$ cat src/rtl/spi_oct_pkg.sv
package spi_oct_pkg;
  localparam int unsigned CH_DEFAULT   = 8;
  localparam int unsigned SYNC_DEFAULT = 2;

  // Events derived from synchronized serial pins, one cycle wide.
  typedef struct packed {
    logic cs_high;
    logic cs_fall;
    logic cs_rise;
    logic sck_rise;
    logic sck_fall;
    logic mosi;
  } spi_evt_t;
endpackage

$ cat src/rtl/oct_pin_sync.sv
module oct_pin_sync #(
  parameter int unsigned W      = 3,
  parameter int unsigned STAGES = 2,
  parameter logic [W-1:0] RST_VAL = '0
) (
  input  logic         clk,
  input  logic         rst_n,
  input  logic [W-1:0] din,
  output logic [W-1:0] dout,
  output logic [W-1:0] dprev
);
  localparam int unsigned TOP = STAGES - 1;

  for (genvar b = 0; b < W; b++) begin : g_bit
    logic [STAGES-1:0] chain;
    logic              prev_q;
    always_ff @(posedge clk or negedge rst_n) begin
      if (!rst_n) begin
        chain  <= {STAGES{RST_VAL[b]}};
        prev_q <= RST_VAL[b];
      end else begin
        chain  <= {chain[STAGES-2:0], din[b]};
        prev_q <= chain[TOP];
      end
    end
    assign dout[b]  = chain[TOP];
    assign dprev[b] = prev_q;
  end
endmodule

$ cat src/rtl/oct_shift_reg.sv
module oct_shift_reg
  import spi_oct_pkg::*;
#(
  parameter int unsigned NCH = CH_DEFAULT
) (
  input  logic           clk,
  input  logic           rst_n,
  input  spi_evt_t       evt,
  input  logic [NCH-1:0] pin_level,
  output logic [NCH-1:0] sr_q,
  output logic           miso_q
);
  localparam int unsigned MSB = NCH - 1;

  always_ff @(posedge clk or negedge rst_n) begin
    if (!rst_n) begin
      sr_q   <= '1;
      miso_q <= 1'b1;
    end else if (evt.cs_fall) begin
      sr_q   <= pin_level;
      miso_q <= pin_level[MSB];
    end else if (evt.sck_fall) begin
      sr_q   <= {sr_q[MSB-1:0], evt.mosi};
    end else if (evt.sck_rise) begin
      miso_q <= sr_q[MSB];
    end
  end

  // parallel jam of sensed levels at select fall
  p_jam_r2: assert property (@(posedge clk) disable iff (!rst_n)
    evt.cs_fall |=> (sr_q == $past(pin_level)));

  // one-place shift with the captured data bit entering at bit 0
  p_shift_r1: assert property (@(posedge clk) disable iff (!rst_n)
    evt.sck_fall |=> (sr_q == {$past(sr_q[MSB-1:0]), $past(evt.mosi)}));

  // deselected device keeps its register
  p_idle_hold_r4: assert property (@(posedge clk) disable iff (!rst_n)
    evt.cs_high |=> $stable(sr_q));
endmodule

$ cat src/rtl/oct_out_latch.sv
module oct_out_latch
  import spi_oct_pkg::*;
#(
  parameter int unsigned NCH = CH_DEFAULT
) (
  input  logic           clk,
  input  logic           rst_n,
  input  logic           upd,
  input  logic [NCH-1:0] sr_i,
  input  logic [NCH-1:0] fault_i,
  output logic [NCH-1:0] lat_q
);
  for (genvar i = 0; i < NCH; i++) begin : g_ch
    always_ff @(posedge clk or negedge rst_n) begin
      if (!rst_n)                      lat_q[i] <= 1'b1;
      else if (upd)                    lat_q[i] <= sr_i[i];
      else if (!lat_q[i] && fault_i[i]) lat_q[i] <= 1'b1;
    end
  end

  // select rise copies the shift register
  p_update_r3: assert property (@(posedge clk) disable iff (!rst_n)
    upd |=> (lat_q == $past(sr_i)));

  // faulted ON channels drop, nothing else moves
  p_fault_drop_r6: assert property (@(posedge clk) disable iff (!rst_n)
    !upd |=> (lat_q == ($past(lat_q) | ($past(fault_i) & ~$past(lat_q)))));

  // everything OFF on the first edge after reset
  p_rst_off_r5: assert property (@(posedge clk) disable iff (!rst_n)
    $rose(rst_n) |-> (lat_q == '1));
endmodule

$ cat src/rtl/spi_octal_ctrl.sv
module spi_octal_ctrl
  import spi_oct_pkg::*;
#(
  parameter int unsigned NCH         = CH_DEFAULT,
  parameter int unsigned SYNC_STAGES = SYNC_DEFAULT
) (
  input  logic           clk,
  input  logic           rst_n,
  input  logic           spi_cs_n,
  input  logic           spi_sck,
  input  logic           spi_mosi,
  input  logic [NCH-1:0] pin_level,
  input  logic [NCH-1:0] sat_fault,
  output logic           spi_miso,
  output logic           spi_miso_oe,
  output logic [NCH-1:0] chan_off
);
  localparam int unsigned NPIN = 3;
  localparam int unsigned B_CS = 2, B_SCK = 1, B_MOSI = 0;
  localparam logic [NPIN-1:0] PIN_IDLE = 3'b100;

  logic [NPIN-1:0] pin_s, pin_p;
  spi_evt_t        evt;
  logic [NCH-1:0]  sr;
  logic            miso_q;

  oct_pin_sync #(.W(NPIN), .STAGES(SYNC_STAGES), .RST_VAL(PIN_IDLE)) u_sync (
    .clk  (clk),
    .rst_n(rst_n),
    .din  ({spi_cs_n, spi_sck, spi_mosi}),
    .dout (pin_s),
    .dprev(pin_p)
  );

  always_comb begin
    evt.cs_high  = pin_s[B_CS];
    evt.cs_fall  = pin_p[B_CS] & ~pin_s[B_CS];
    evt.cs_rise  = ~pin_p[B_CS] & pin_s[B_CS];
    evt.sck_rise = ~pin_s[B_CS] & ~pin_p[B_SCK] & pin_s[B_SCK];
    evt.sck_fall = ~pin_s[B_CS] & pin_p[B_SCK] & ~pin_s[B_SCK];
    evt.mosi     = pin_s[B_MOSI];
  end

  oct_shift_reg #(.NCH(NCH)) u_sr (
    .clk      (clk),
    .rst_n    (rst_n),
    .evt      (evt),
    .pin_level(pin_level),
    .sr_q     (sr),
    .miso_q   (miso_q)
  );

  oct_out_latch #(.NCH(NCH)) u_lat (
    .clk    (clk),
    .rst_n  (rst_n),
    .upd    (evt.cs_rise),
    .sr_i   (sr),
    .fault_i(sat_fault),
    .lat_q  (chan_off)
  );

  assign spi_miso    = miso_q;
  assign spi_miso_oe = ~pin_s[B_CS];

  // output driver off whenever the select pin has been high for two edges
  p_oe_off_r4: assert property (@(posedge clk) disable iff (!rst_n)
    ($past(spi_cs_n) && spi_cs_n) |=> !spi_miso_oe);
endmodule

$ cat config.mk
export PLATFORM = sky130hd
export DESIGN_NAME = spi_octal_ctrl
export DESIGN_NICKNAME = d
export VERILOG_FILES = /design/src/rtl/spi_oct_pkg.sv /design/src/rtl/oct_pin_sync.sv /design/src/rtl/oct_shift_reg.sv /design/src/rtl/oct_out_latch.sv /design/src/rtl/spi_octal_ctrl.sv
export SDC_FILE = /design/constraint.sdc
export NUM_CORES = 1
export LEC_CHECK = 0
export BUFFER_PORTS_ARGS = -buffer_cell sky130_fd_sc_hd__buf_2
export CAP_MARGIN = 20
export CORE_ASPECT_RATIO = 0.9
export CORE_MARGIN = 1
export CORE_UTILIZATION = 35
export DETAILED_ROUTE_END_ITERATION = 7
export GPL_ROUTABILITY_DRIVEN = 0
export PLACE_DENSITY = 0.6
export SETUP_SLACK_MARGIN = 0.2
export SLEW_MARGIN = 15
export SYNTH_ARGS = -nofsm -noshare
export SYNTH_HDL_FRONTEND = slang
export SYNTH_HIERARCHICAL = 1
export SYNTH_SLANG_ARGS = --single-unit
$ cat constraint.sdc
create_clock -name clk -period 1.2 [get_ports clk]
set_input_delay 0.18 -clock clk [delete_from_list [all_inputs] [get_ports clk]]
set_output_delay 0.18 -clock clk [all_outputs]
set_load 0.02 [all_outputs]
* After elaboration in Yosys (flattened, before gate mapping)
Index checks and enable logic that the tools add are counted.
Storage, ports and cells: memories kept 0, bits in latches 0, input bits 21, bits in registers 25, memory bits (read-only) 0, RAM bits 0, output and inout port bits 10, logic and storage cells 74
Cells by class: add/subtract/negate cells 0, multipliers 0, order comparisons 0, shift-type cells 0, mux-type cells 21, reduce and logical (&&, ||, !) cells 27, bitwise operators 10, div/mod/pow operators 0, equality and inequality tests 1
Operators by type and width (count):
- 2-bit nonzero test | 10
- 1-bit two-way mux | 19
- 8-bit two-way mux | 2
- 1-bit logical AND | 8
- 1-bit zero test | 8
- 1-bit AND | 6
- 1-bit NOT | 4
- 2-bit by 1-bit != test with 1-bit output (second input constant) | 1
- 2-bit AND reduction | 1

* Depth between registers and ports, before layout
Gate-level depths: netlist (run 1).
depth after elaboration 6, mapped depth 6, gate-level depth less buffers 3

* By module
The synthesis (run 1) kept the hierarchy.
By module, submodules not included:
- oct_shift_reg | cells an instance 40, seq. area each 236.5 um^2, instances 1, area an instance 466.7 um^2
- oct_out_latch | cells an instance 33, seq. area each 210.2 um^2, instances 1, area an instance 321.6 um^2
- oct_pin_sync | cells an instance 15, seq. area each 229.0 um^2, instances 1, area an instance 274.0 um^2
- spi_octal_ctrl | cells an instance 5, seq. area each 0.0 um^2, instances 1, area an instance 31.3 um^2

* Least setup slack after synthesis (run 1)
Ideal clock, no wire load.
kind flip-flop to flip-flop, start register u_sync.g_bit[2].chain[1], end register u_lat.lat_q[0], arrival time 1171 ps, setup time 79 ps, stages on the path, launching flop included 6, clock period less this slack 1250 ps, slack -50 ps, data required time 1121 ps, path buffers 2, cell sequence dfstp_2 > buf_4 > nor2b_1 > buf_6 > nand2_1 > o21ai_0
RTL lines:
- start: declaration | RTL line oct_pin_sync.sv:15 | logic [STAGES-1:0] chain;
- start signal: assignment | RTL line oct_pin_sync.sv:19 | chain <= {STAGES{RST_VAL[b]}};
- start signal: assignment | RTL line oct_pin_sync.sv:22 | chain <= {chain[STAGES-2:0], din[b]};
- end signal: indexed assignment | RTL line oct_out_latch.sv:16 | else if (upd) lat_q[i] <= sr_i[i];
- end: declaration | RTL line oct_out_latch.sv:11 | output logic [NCH-1:0] lat_q

* Final worst setup path (run 1)
start register u_sync.g_bit[2].chain[1], end output spi_miso_oe
Between the ends: longest elaborated chain between the ends 1
Ends and longest elaborated chain:
- 1-bit NOT | RTL line spi_octal_ctrl.sv:63 | assign spi_miso_oe = ~pin_s[B_CS];
- end: declaration | RTL line spi_octal_ctrl.sv:15 | output logic spi_miso_oe,
Every way passes these cells.

==> reports/summary.log, run 1 <==
[status] run status complete, but fails checks
[status] failing checks setup timing
[worst_setup_path] Setup Crit Path Kind reg -> out
[placement] DP HPWL 1.30 mm
[detailed_routing] post-detailed-route count of antenna-violating nets 0
[floorplanning] placement row count 18
[global_routing] pin count of the biggest net entering global routing 26
[worst_setup_path] required time reported for the critical path endpoint 1.02 ns
[global_routing] initial antenna violation count 0
[synth] summed instance area of the synthesized netlist 1060 um^2
[worst_setup_path] largest fanout on the critical path 5
[worst_setup_path] critical path endpoint category primary output
[power] leakage power total 0.000617 uW
[worst_setup_path] Worst EP arrival 1.07 ns
[placement] count of input and output buffers 30
[detailed_routing] aggregate routed wire length 1.79 mm
[timing] Slew HR 64.5%
[clocking] TritonCTS clock tree yes
[floorplanning] starting utilization of the core area 37.7%
[timing] maximum clock frequency 801 MHz
[clocking] Clock transition at path regs 0.13 ns
[timing] unrepaired setup endpoints after global routing true
[timing] final hold vios 0
[global_routing] grt ovf 0
[timing] Worst Slack Setup Final -0.0492 ns
[timing] final clock period utilization by the worst path 104%
[power] largest vdd supply drop 719 uV
[floorplanning] total die area 3260 um^2
[timing] Final Slew Violations 0
[clocking] worst-case clock buffer depth 2
[placement] placed inst area 1260 um^2
[detailed_routing] count of routing violations after the opening detailed-route iteration 3
[detailed_routing] WL per Instance 10.5 um
[floorplanning] height of the die 54.2 um
[detailed_routing] number of vias per cell after detailed routing 4.34
[floorplanning] Boundary Pins 31
[cells_and_area] total non-filler cell area in the finished layout 1440 um^2
[clocking] clock root cell sky130_fd_sc_hd__clkbuf_4
[cells_and_area] diode insertion count for antenna repair 0
[global_routing] wire length of the first global-routing pass 2.87 mm
[synth] synth warn 6
[detailed_routing] Via Count 742
[global_routing] Total GRT Usage 12.4%
[floorplanning] total core area 2820 um^2
[timing] final setup violating endpoints 2
[synth] average cell area after synthesis 11.7 um^2
[clocking] clk_lat worst skew 0.31 ns
[timing] skew final 0.00100 ns
[detailed_routing] DR pass1 iterations 2
[synth] Net Count, Synth 112
[timing] Worst Tran Pin Value 0.532 ns
[global_routing] number of global-route vias before repair 682
[clocking] level count of the clock H-tree 1
[timing] post-layout minimum cycle time 1.25 ns
[hold_path] Hold WC Path Type in -> reg
[floorplanning] width of the chip 60.0 um
[clocking] clock net sink count 25
[clocking] TritonCTS buffer count 3
[power] areal power density over the cells 1240 nW/um^2
[synth] post-synthesis cell count 91
[power] total design power 1790 uW
[cells_and_area] fraction of final layout cells with drive strength greater than 1 55.0%
[run] max-capacitance violation count 0
[cells_and_area] Total Nets Final 153
[detailed_routing] DRC 0
[cells_and_area] signed area change from the synthesized netlist to the final layout 36.0%
[worst_setup_path] kind of launch point of the worst setup path register
layer usage:
layer / global-route usage, % / part of all wire [%] / vias up
li1: - / - / 376
met1: 14.3 / 45 / 346
met2: 21.5 / 50 / 18
met3: 4.26 / 3.9 / 2
met4: 4.65 / 0.84 / 0
met5: 0 / 0 / -
cell usage in the layout (no fill, tap or decap), types with 3 or more instances in the layout:
master and n:
sky130_fd_sc_hd__o21ai_1 7, sky130_fd_sc_hd__dfstp_2 20, sky130_fd_sc_hd__buf_6 12, sky130_fd_sc_hd__mux2i_1 9
sky130_fd_sc_hd__clkbuf_4 3, sky130_fd_sc_hd__dfrtp_1 5, sky130_fd_sc_hd__buf_2 20, sky130_fd_sc_hd__buf_4 8
sky130_fd_sc_hd__dlygate4sd3_1 4, sky130_fd_sc_hd__nor2_1 9, sky130_fd_sc_hd__o21ai_0 8, sky130_fd_sc_hd__nand2_1 15
path summary, 6_finish.rpt:
check	slack (ns)	end	start	cells after the start
worst min-delay path	0.05	u_sr/sr_q[5]	pin_level[5]	3
worst min register to register	0.36	u_sync/g_bit[1].chain[1]	u_sync/g_bit[1].chain[0]	0
max in group asynchronous	0.47	u_lat/lat_q[1]	rst_n	2
worst max register to register	-0.03	u_sr/miso_q	u_sync/g_bit[2].chain[1]	4
min in group asynchronous	0.36	u_sync/g_bit[1].chain[0]	rst_n	2
worst max-delay path	-0.05	spi_miso_oe	u_sync/g_bit[2].chain[1]	2
where the power goes:
part | total (uW) | internal [uW] | switching, uW | leakage (uW)
Clock | 363 | 130 | 234 | 0.0000150
Combinational | 356 | 193 | 162 | 0.000333
Sequential | 1070 | 999 | 72.2 | 0.000269
Total | 1790 | 1320 | 468 | 0.000617
sequential cells by signal, indices dropped and copies added (netlist names):
signal               count
u_sr/miso_q              1
u_sync/g_bit.prev_q      2
u_lat/lat_q              8
u_sync/g_bit.chain       6
u_sr/sr_q                8
critical path: stages (launching register included):
cell	delay [ns]
sky130_fd_sc_hd__dfstp_2	0.60
sky130_fd_sc_hd__inv_2	0.04
sky130_fd_sc_hd__buf_6	0.12
cell type report:
cell class / instances / area [um^2]
flip-flops and latches: 25 / 651
clock buffers: 4 / 26.3
repair buffers: 45 / 355
inverters: 2 / 7.51
well taps: 40 / 50.0
fillers: 254 / 1370
multi-input cells: 55 / 353
timing repair:
item	CTS	global route
cloned	0	0
endpoints found under the setup margin	27	27
buffers inserted	4	1
hold endpoints to repair	8	0
hold buffers	4	0
gates resized for setup	27	0
metrics by stage:
step | hold WS (ns) | worst slack [ns] | TNS (ns) | utilization, % | instances
final | 0.0539 | -0.0492 | -0.0748 | 51.2 | 171
after global routing | 0.0291 | -0.106 | -0.637 | 51.2 | 171
after CTS | 0.0433 | -0.0604 | -0.0870 | 51.0 | 170
after detailed placement | 0.194 | -0.0346 | -0.0574 | 44.7 | 158
after global placement | 0.184 | 0.0195 | 0 | 44.7 | 158
after floorplan | -0.116 | -0.0133 | -0.0133 | - | 91
Power figures use the tool's default switching activity.
==> run 2, diff against run 1 <==
--- a/config.mk
+++ b/config.mk
@@ -6,13 +6,13 @@
 export NUM_CORES = 1
 export LEC_CHECK = 0
 export BUFFER_PORTS_ARGS = -buffer_cell sky130_fd_sc_hd__buf_2
-export CAP_MARGIN = 20
 export CORE_ASPECT_RATIO = 0.9
 export CORE_MARGIN = 1
-export CORE_UTILIZATION = 35
+export CORE_UTILIZATION = 45
 export DETAILED_ROUTE_END_ITERATION = 7
 export GPL_ROUTABILITY_DRIVEN = 0
-export PLACE_DENSITY = 0.6
+export PLACE_DENSITY = 0.73
+export RECOVER_POWER = 100
 export SETUP_SLACK_MARGIN = 0.2
 export SLEW_MARGIN = 15
 export SYNTH_ARGS = -nofsm -noshare
==> run 2 against run 1 <==
  * The flow still finishes with violations (setup timing)
  * Sequential cell count unchanged
  * Final cell count decreased by 8.8%
  * Fmax decreased by 2.4%
  * Cell area decreased by 1.6%
  * Sequential power about the same
  * Global-route usage increased by 4.9 points
  * Combinational power increased by 1%
  * Die area decreased by 21%
  * Critical path type unchanged
  * Critical endpoint unchanged
  * Largest power group unchanged
==> reports/summary.log, run 2 (same netlist as run 1, synthesis figures left out) <==
[cells_and_area] Total Nets Final 151
[timing] skew final 0.00208 ns
[detailed_routing] post-detailed-route count of antenna-violating nets 0
[global_routing] pin count of the biggest net entering global routing 26
[cells_and_area] top flop regs u_lat/lat_q: 8 flops, u_sr/sr_q: 8 flops, u_sync/g_bit.chain: 6 flops
[worst_setup_path] Setup Crit Path Kind reg -> out
[timing] Final Slew Violations 0
[cells_and_area] diode insertion count for antenna repair 0
[clocking] clk_lat worst skew 0.31 ns
[timing] final clock period utilization by the worst path 107%
[power] sw frac 26.5%
[hold_path] cell depth of the worst hold path 3
[cells_and_area] leading cell type in the layout, fill and taps excluded sky130_fd_sc_hd__dfstp_2
[timing] Slew HR 60.1%
[power] reported net switching power 475 uW
[floorplanning] Boundary Pins 31
[worst_setup_path] critical path endpoint category primary output
[detailed_routing] number of vias per cell after detailed routing 4.69
[global_routing] Total GRT Usage 17.3%
[floorplanning] height of the die 48.1 um
[worst_setup_path] required time reported for the critical path endpoint 1.02 ns
[timing] unrepaired setup endpoints after global routing true
[detailed_routing] aggregate routed wire length 1.94 mm
[timing] Worst Tran Pin Value 0.598 ns
[cells_and_area] signed area change from the synthesized netlist to the final layout 33.7%
[timing] final setup violating endpoints 3
[status] failing checks setup timing
[cells_and_area] footprint of the multi-input gates 359 um^2
[cells_and_area] number of fill cells in the layout 203
[global_routing] wire length of the first global-routing pass 2.99 mm
[placement] count of input and output buffers 30
[cells_and_area] fraction of final layout cells with drive strength greater than 1 55.0%
[power] areal power density over the cells 1260 nW/um^2
[detailed_routing] count of routing violations after the opening detailed-route iteration 1
[global_routing] number of global-route vias before repair 703
[power] sequential fraction of design power 59.9%
[power] leakage power total 0.000612 uW
[worst_setup_path] largest fanout on the critical path 5
[timing] final hold vios 0
[floorplanning] placement row count 16
[global_routing] initial antenna violation count 0
[power] relative contribution of combinational cells to total power 20.2%
[floorplanning] starting utilization of the core area 48.2%
[worst_setup_path] kind of launch point of the worst setup path register
[timing] Worst Slack Setup Final -0.0799 ns
[clocking] clock root cell sky130_fd_sc_hd__clkbuf_4
[detailed_routing] DRC 0
[power] largest vdd supply drop 937 uV
[clocking] level count of the clock H-tree 1
[power] total design power 1790 uW
[cells_and_area] flip-flop and latch area 651 um^2
[detailed_routing] DR pass1 iterations 2
[timing] tightest hold margin 0.0582 ns
[status] run status complete, but fails checks
[placement] DP HPWL 1.30 mm
[floorplanning] total die area 2560 um^2
[clocking] Clock transition at path regs 0.13 ns
[clocking] TritonCTS buffer count 3
[floorplanning] total core area 2200 um^2
[power] total internal power 1320 uW
[floorplanning] width of the chip 53.2 um
[cells_and_area] most frequent cells in the layout 20 x sky130_fd_sc_hd__dfstp_2, 19 x sky130_fd_sc_hd__buf_2, 15 x sky130_fd_sc_hd__nand2_1
[global_routing] grt ovf 0
[timing] maximum clock frequency 781 MHz
[hold_path] Hold WC Path Type in -> reg
[clocking] worst-case clock buffer depth 2
[power] Clk network pwr share 20.0%
[detailed_routing] Via Count 732
[timing] post-layout minimum cycle time 1.28 ns
[clocking] clock net sink count 25
[worst_setup_path] Worst EP arrival 1.10 ns
[worst_setup_path] r2r worst-path depth 4
[detailed_routing] WL per Instance 12.5 um
[clocking] TritonCTS clock tree yes
[run] max-capacitance violation count 0
run 2: cell count changes in the layout (fill, tap and decap cells not counted):
cell	delta
sky130_fd_sc_hd__buf_4	-3
sky130_fd_sc_hd__clkinv_2	+1
sky130_fd_sc_hd__nor3b_2	-1
sky130_fd_sc_hd__nor3b_4	+1
sky130_fd_sc_hd__clkbuf_2	+1
sky130_fd_sc_hd__buf_2	-1
sky130_fd_sc_hd__clkbuf_1	-1
sky130_fd_sc_hd__clkbuf_4	+1
run 2: final cells by class:
cell class | instances | area share (%)
flip-flops and latches | 25 | 45.9
well taps | 27 | 2.38
repair buffers | 43 | 24.0
clock buffers | 3 | 1.59
multi-input cells | 55 | 25.3
clock inverters | 1 | 0.353
inverters | 2 | 0.529
run 2: power by group through the flow:
stage                     clock network (uW)  logic [uW]  registers (uW)
after floorplan                            0         149            1100
after global placement                     0         274            1070
after detailed placement                   0         286            1080
after CTS                                388         353            1070
after global routing                     407         400            1090
final                                    358         361            1070
run 2: worst paths after layout:
kind,start,slack [ns],to
max reg2reg,u_sync/g_bit[2].chain[1],-0.05,u_sr/miso_q
min reg2reg,u_sync/g_bit[2].chain[0],0.37,u_sync/g_bit[2].chain[1]
min,pin_level[3],0.06,u_sr/sr_q[3]
min in group asynchronous,rst_n,0.40,u_sync/g_bit[1].prev_q
max in group asynchronous,rst_n,0.42,u_sync/g_bit[0].chain[0]
max,u_sync/g_bit[2].chain[1],-0.08,spi_miso_oe
run 2: through the flow:
| stage | utilization, % | instances | setup TNS, ns | setup slack, ns | area (um^2) |
|---|---|---|---|---|---|
| after floorplan | - | 91 | -0.0133 | -0.0133 | 1090 |
| after global placement | 56.0 | 144 | 0 | 0.0280 | 1230 |
| after detailed placement | 56.0 | 144 | -0.0490 | -0.0254 | 1230 |
| after CTS | 63.5 | 154 | -0.141 | -0.0784 | 1400 |
| after global routing | 64.4 | 156 | -0.868 | -0.133 | 1420 |
| final | 64.4 | 156 | -0.140 | -0.0799 | 1420 |
run 2: routing by layer:
metal  GRT usage [%]  vias up  routed length [um]
li1                -      369                   -
met4            3.16        0                  12
met5               0        -                   0
met1            20.4      340                 874
met2            31.1       21                 968
met3            6.35        2                  89
run 2: worst max-delay path, cell delays in order (launching register included):
cell and delay, ns:
sky130_fd_sc_hd__dfstp_2 0.62, sky130_fd_sc_hd__inv_2 0.05, sky130_fd_sc_hd__buf_6 0.12
run 2: timing repair:
| action | in CTS | in global routing |
|---|---|---|
| cloned | 0 | 0 |
| endpoints found under the hold margin | 8 | 0 |
| endpoints found under the setup margin | 27 | 27 |
| setup buffers | 2 | 2 |
| hold buffers | 4 | 0 |
| resized for setup | 27 | 1 |
==> run 3, diff against run 2 <==
--- a/config.mk
+++ b/config.mk
@@ -12,7 +12,6 @@
 export DETAILED_ROUTE_END_ITERATION = 7
 export GPL_ROUTABILITY_DRIVEN = 0
 export PLACE_DENSITY = 0.73
-export RECOVER_POWER = 100
 export SETUP_SLACK_MARGIN = 0.2
 export SLEW_MARGIN = 15
 export SYNTH_ARGS = -nofsm -noshare
==> run 3 against run 2 <==
  * The flow still finishes with violations (setup timing)
  * Wire length grew 0.10%
  * Combinational power is essentially flat
  * Total power is essentially flat
  * Critical path depth is the same
  * Critical endpoint unchanged
  * Non-clock buffer count is the same
  * Largest power group unchanged
  * Clock skew is the same
  * Fmax is the same
  * First-iteration DRC count is the same
==> reports/summary.log, run 3 (same netlist as run 1, synthesis figures left out) <==
[global_routing] pin count of the biggest net entering global routing 26
[detailed_routing] post-detailed-route count of antenna-violating nets 0
[floorplanning] total core area 2200 um^2
[power] relative contribution of combinational cells to total power 20.2%
[detailed_routing] DR pass1 iterations 2
[global_routing] Total GRT Usage 17.3%
[timing] post-layout minimum cycle time 1.28 ns
[detailed_routing] aggregate routed wire length 1.95 mm
[detailed_routing] number of vias per cell after detailed routing 4.69
[worst_setup_path] Worst R2R Start u_sync/g_bit[2].chain[1]
[detailed_routing] DRC 0
[cells_and_area] footprint of the multi-input gates 359 um^2
[timing] tightest hold margin 0.0582 ns
[detailed_routing] count of routing violations after the opening detailed-route iteration 1
[status] run status complete, but fails checks
[clocking] Clock transition at path regs 0.13 ns
[floorplanning] Boundary Pins 31
[placement] DP HPWL 1.30 mm
[power] total internal power 1320 uW
[worst_setup_path] critical path endpoint category primary output
[cells_and_area] signed area change from the synthesized netlist to the final layout 33.7%
[cells_and_area] count of non-filler cells in the finished layout 156
[worst_setup_path] largest fanout on the critical path 5
[power] sw frac 26.5%
[hold_path] Hold WC Path Type in -> reg
[placement] count of input and output buffers 30
[power] areal power density over the cells 1260 nW/um^2
[timing] final hold vios 0
[clocking] clk_lat worst skew 0.31 ns
[run] max-capacitance violation count 0
[floorplanning] width of the chip 53.2 um
[clocking] clock net sink count 25
[status] failing checks setup timing
[floorplanning] starting utilization of the core area 48.2%
[cells_and_area] number of fill cells in the layout 203
[worst_setup_path] Setup Crit Path Kind reg -> out
[cells_and_area] fraction of final layout cells with drive strength greater than 1 55.0%
[worst_setup_path] kind of launch point of the worst setup path register
[cells_and_area] top flop regs u_lat/lat_q: 8 flops, u_sr/sr_q: 8 flops, u_sync/g_bit.chain: 6 flops
[cells_and_area] most frequent cells in the layout 20 x sky130_fd_sc_hd__buf_2, 20 x sky130_fd_sc_hd__dfstp_2, 15 x sky130_fd_sc_hd__nand2_1
[timing] Final Slew Violations 0
[placement] pre-CTS setup slack -0.0254 ns
[detailed_routing] WL per Instance 12.5 um
[clocking] clock root cell sky130_fd_sc_hd__clkbuf_4
[power] reported net switching power 475 uW
[power] leakage power total 0.000612 uW
[worst_setup_path] worst setup path start u_sync/g_bit[2].chain[1]
[clocking] worst-case clock buffer depth 2
[global_routing] grt ovf 0
[global_routing] initial antenna violation count 0
[timing] skew final 0.00208 ns
[floorplanning] height of the die 48.1 um
[clocking] TritonCTS clock tree yes
[timing] final setup violating endpoints 3
[power] total design power 1790 uW
[worst_setup_path] Worst EP arrival 1.10 ns
[detailed_routing] Via Count 732
[power] largest vdd supply drop 937 uV
[timing] maximum clock frequency 781 MHz
[hold_path] hold path startpoint pin_level[3]
[cells_and_area] diode insertion count for antenna repair 0
[timing] unrepaired setup endpoints after global routing true
[timing] Worst Tran Pin Value 0.538 ns
[placement] total placed cells including tap cells 144
[timing] Worst Slack Setup Final -0.0799 ns
[clocking] TritonCTS buffer count 3
[cells_and_area] flip-flop and latch area 651 um^2
[worst_setup_path] required time reported for the critical path endpoint 1.02 ns
[global_routing] wire length of the first global-routing pass 2.99 mm
[power] sequential fraction of design power 59.9%
[global_routing] number of global-route vias before repair 703
[clocking] level count of the clock H-tree 1
[timing] Slew HR 64.1%
[cells_and_area] Total Nets Final 151
[floorplanning] placement row count 16
[floorplanning] total die area 2560 um^2
[timing] final clock period utilization by the worst path 107%
[power] Clk network pwr share 20.0%
## run 3: layout make-up
cell class / instances / share of cell area, %
clock buffers: 3 / 1.59
well taps: 27 / 2.38
flip-flops and latches: 25 / 45.9
multi-input cells: 55 / 25.3
clock inverters: 1 / 0.353
inverters: 2 / 0.529
repair buffers: 43 / 24.0
## run 3: what timing repair did
| action | in CTS | in global routing |
|---|---|---|
| resized for setup | 27 | 1 |
| endpoints found under the setup margin | 27 | 27 |
| hold buffers | 4 | 0 |
| hold endpoints to repair | 8 | 0 |
| setup buffers | 2 | 2 |
## run 3: stage by stage
step	area [um^2]	utilization [%]	setup TNS (ns)
2_1_floorplan	1090	-	-0.0133
3_3_place_gp	1230	56.0	0
3_5_place_dp	1230	56.0	-0.0490
4_1_cts	1400	63.5	-0.141
5_1_grt	1420	64.4	-0.868
6_report	1420	64.4	-0.140
## run 3: worst paths after layout
check                                           end  slack (ns)  cells past startpoint
setup / recovery                        spi_miso_oe       -0.08                      2
hold reg to reg            u_sync/g_bit[2].chain[1]        0.37                      0
hold / removal                         u_sr/sr_q[3]        0.06                      3
max in group asynchronous               u_sr/miso_q        0.45                      2
min in group asynchronous    u_sync/g_bit[1].prev_q        0.38                      2
setup reg to reg                        u_sr/miso_q       -0.05                      4
## run 3: critical path, stage by stage, from the launching register on
cell and delay, ns:
sky130_fd_sc_hd__dfstp_2 0.62, sky130_fd_sc_hd__inv_2 0.05, sky130_fd_sc_hd__buf_6 0.12
## run 3: metal layers
metal | global-route usage, % | routed length [um] | vias to the layer above
met1 | 20.4 | 875 | 340
met4 | 3.16 | 12 | 0
li1 | - | - | 369
met5 | 0 | 0 | -
met2 | 31.1 | 968 | 21
met3 | 6.35 | 89 | 2
## run 3: power by group through the flow
stage	sequential [uW]	combinational, uW	clock (uW)
floorplan	1100	149	0
global placement	1070	274	0
detailed placement	1080	286	0
CTS	1070	353	388
global route	1090	400	407
finish	1070	361	358
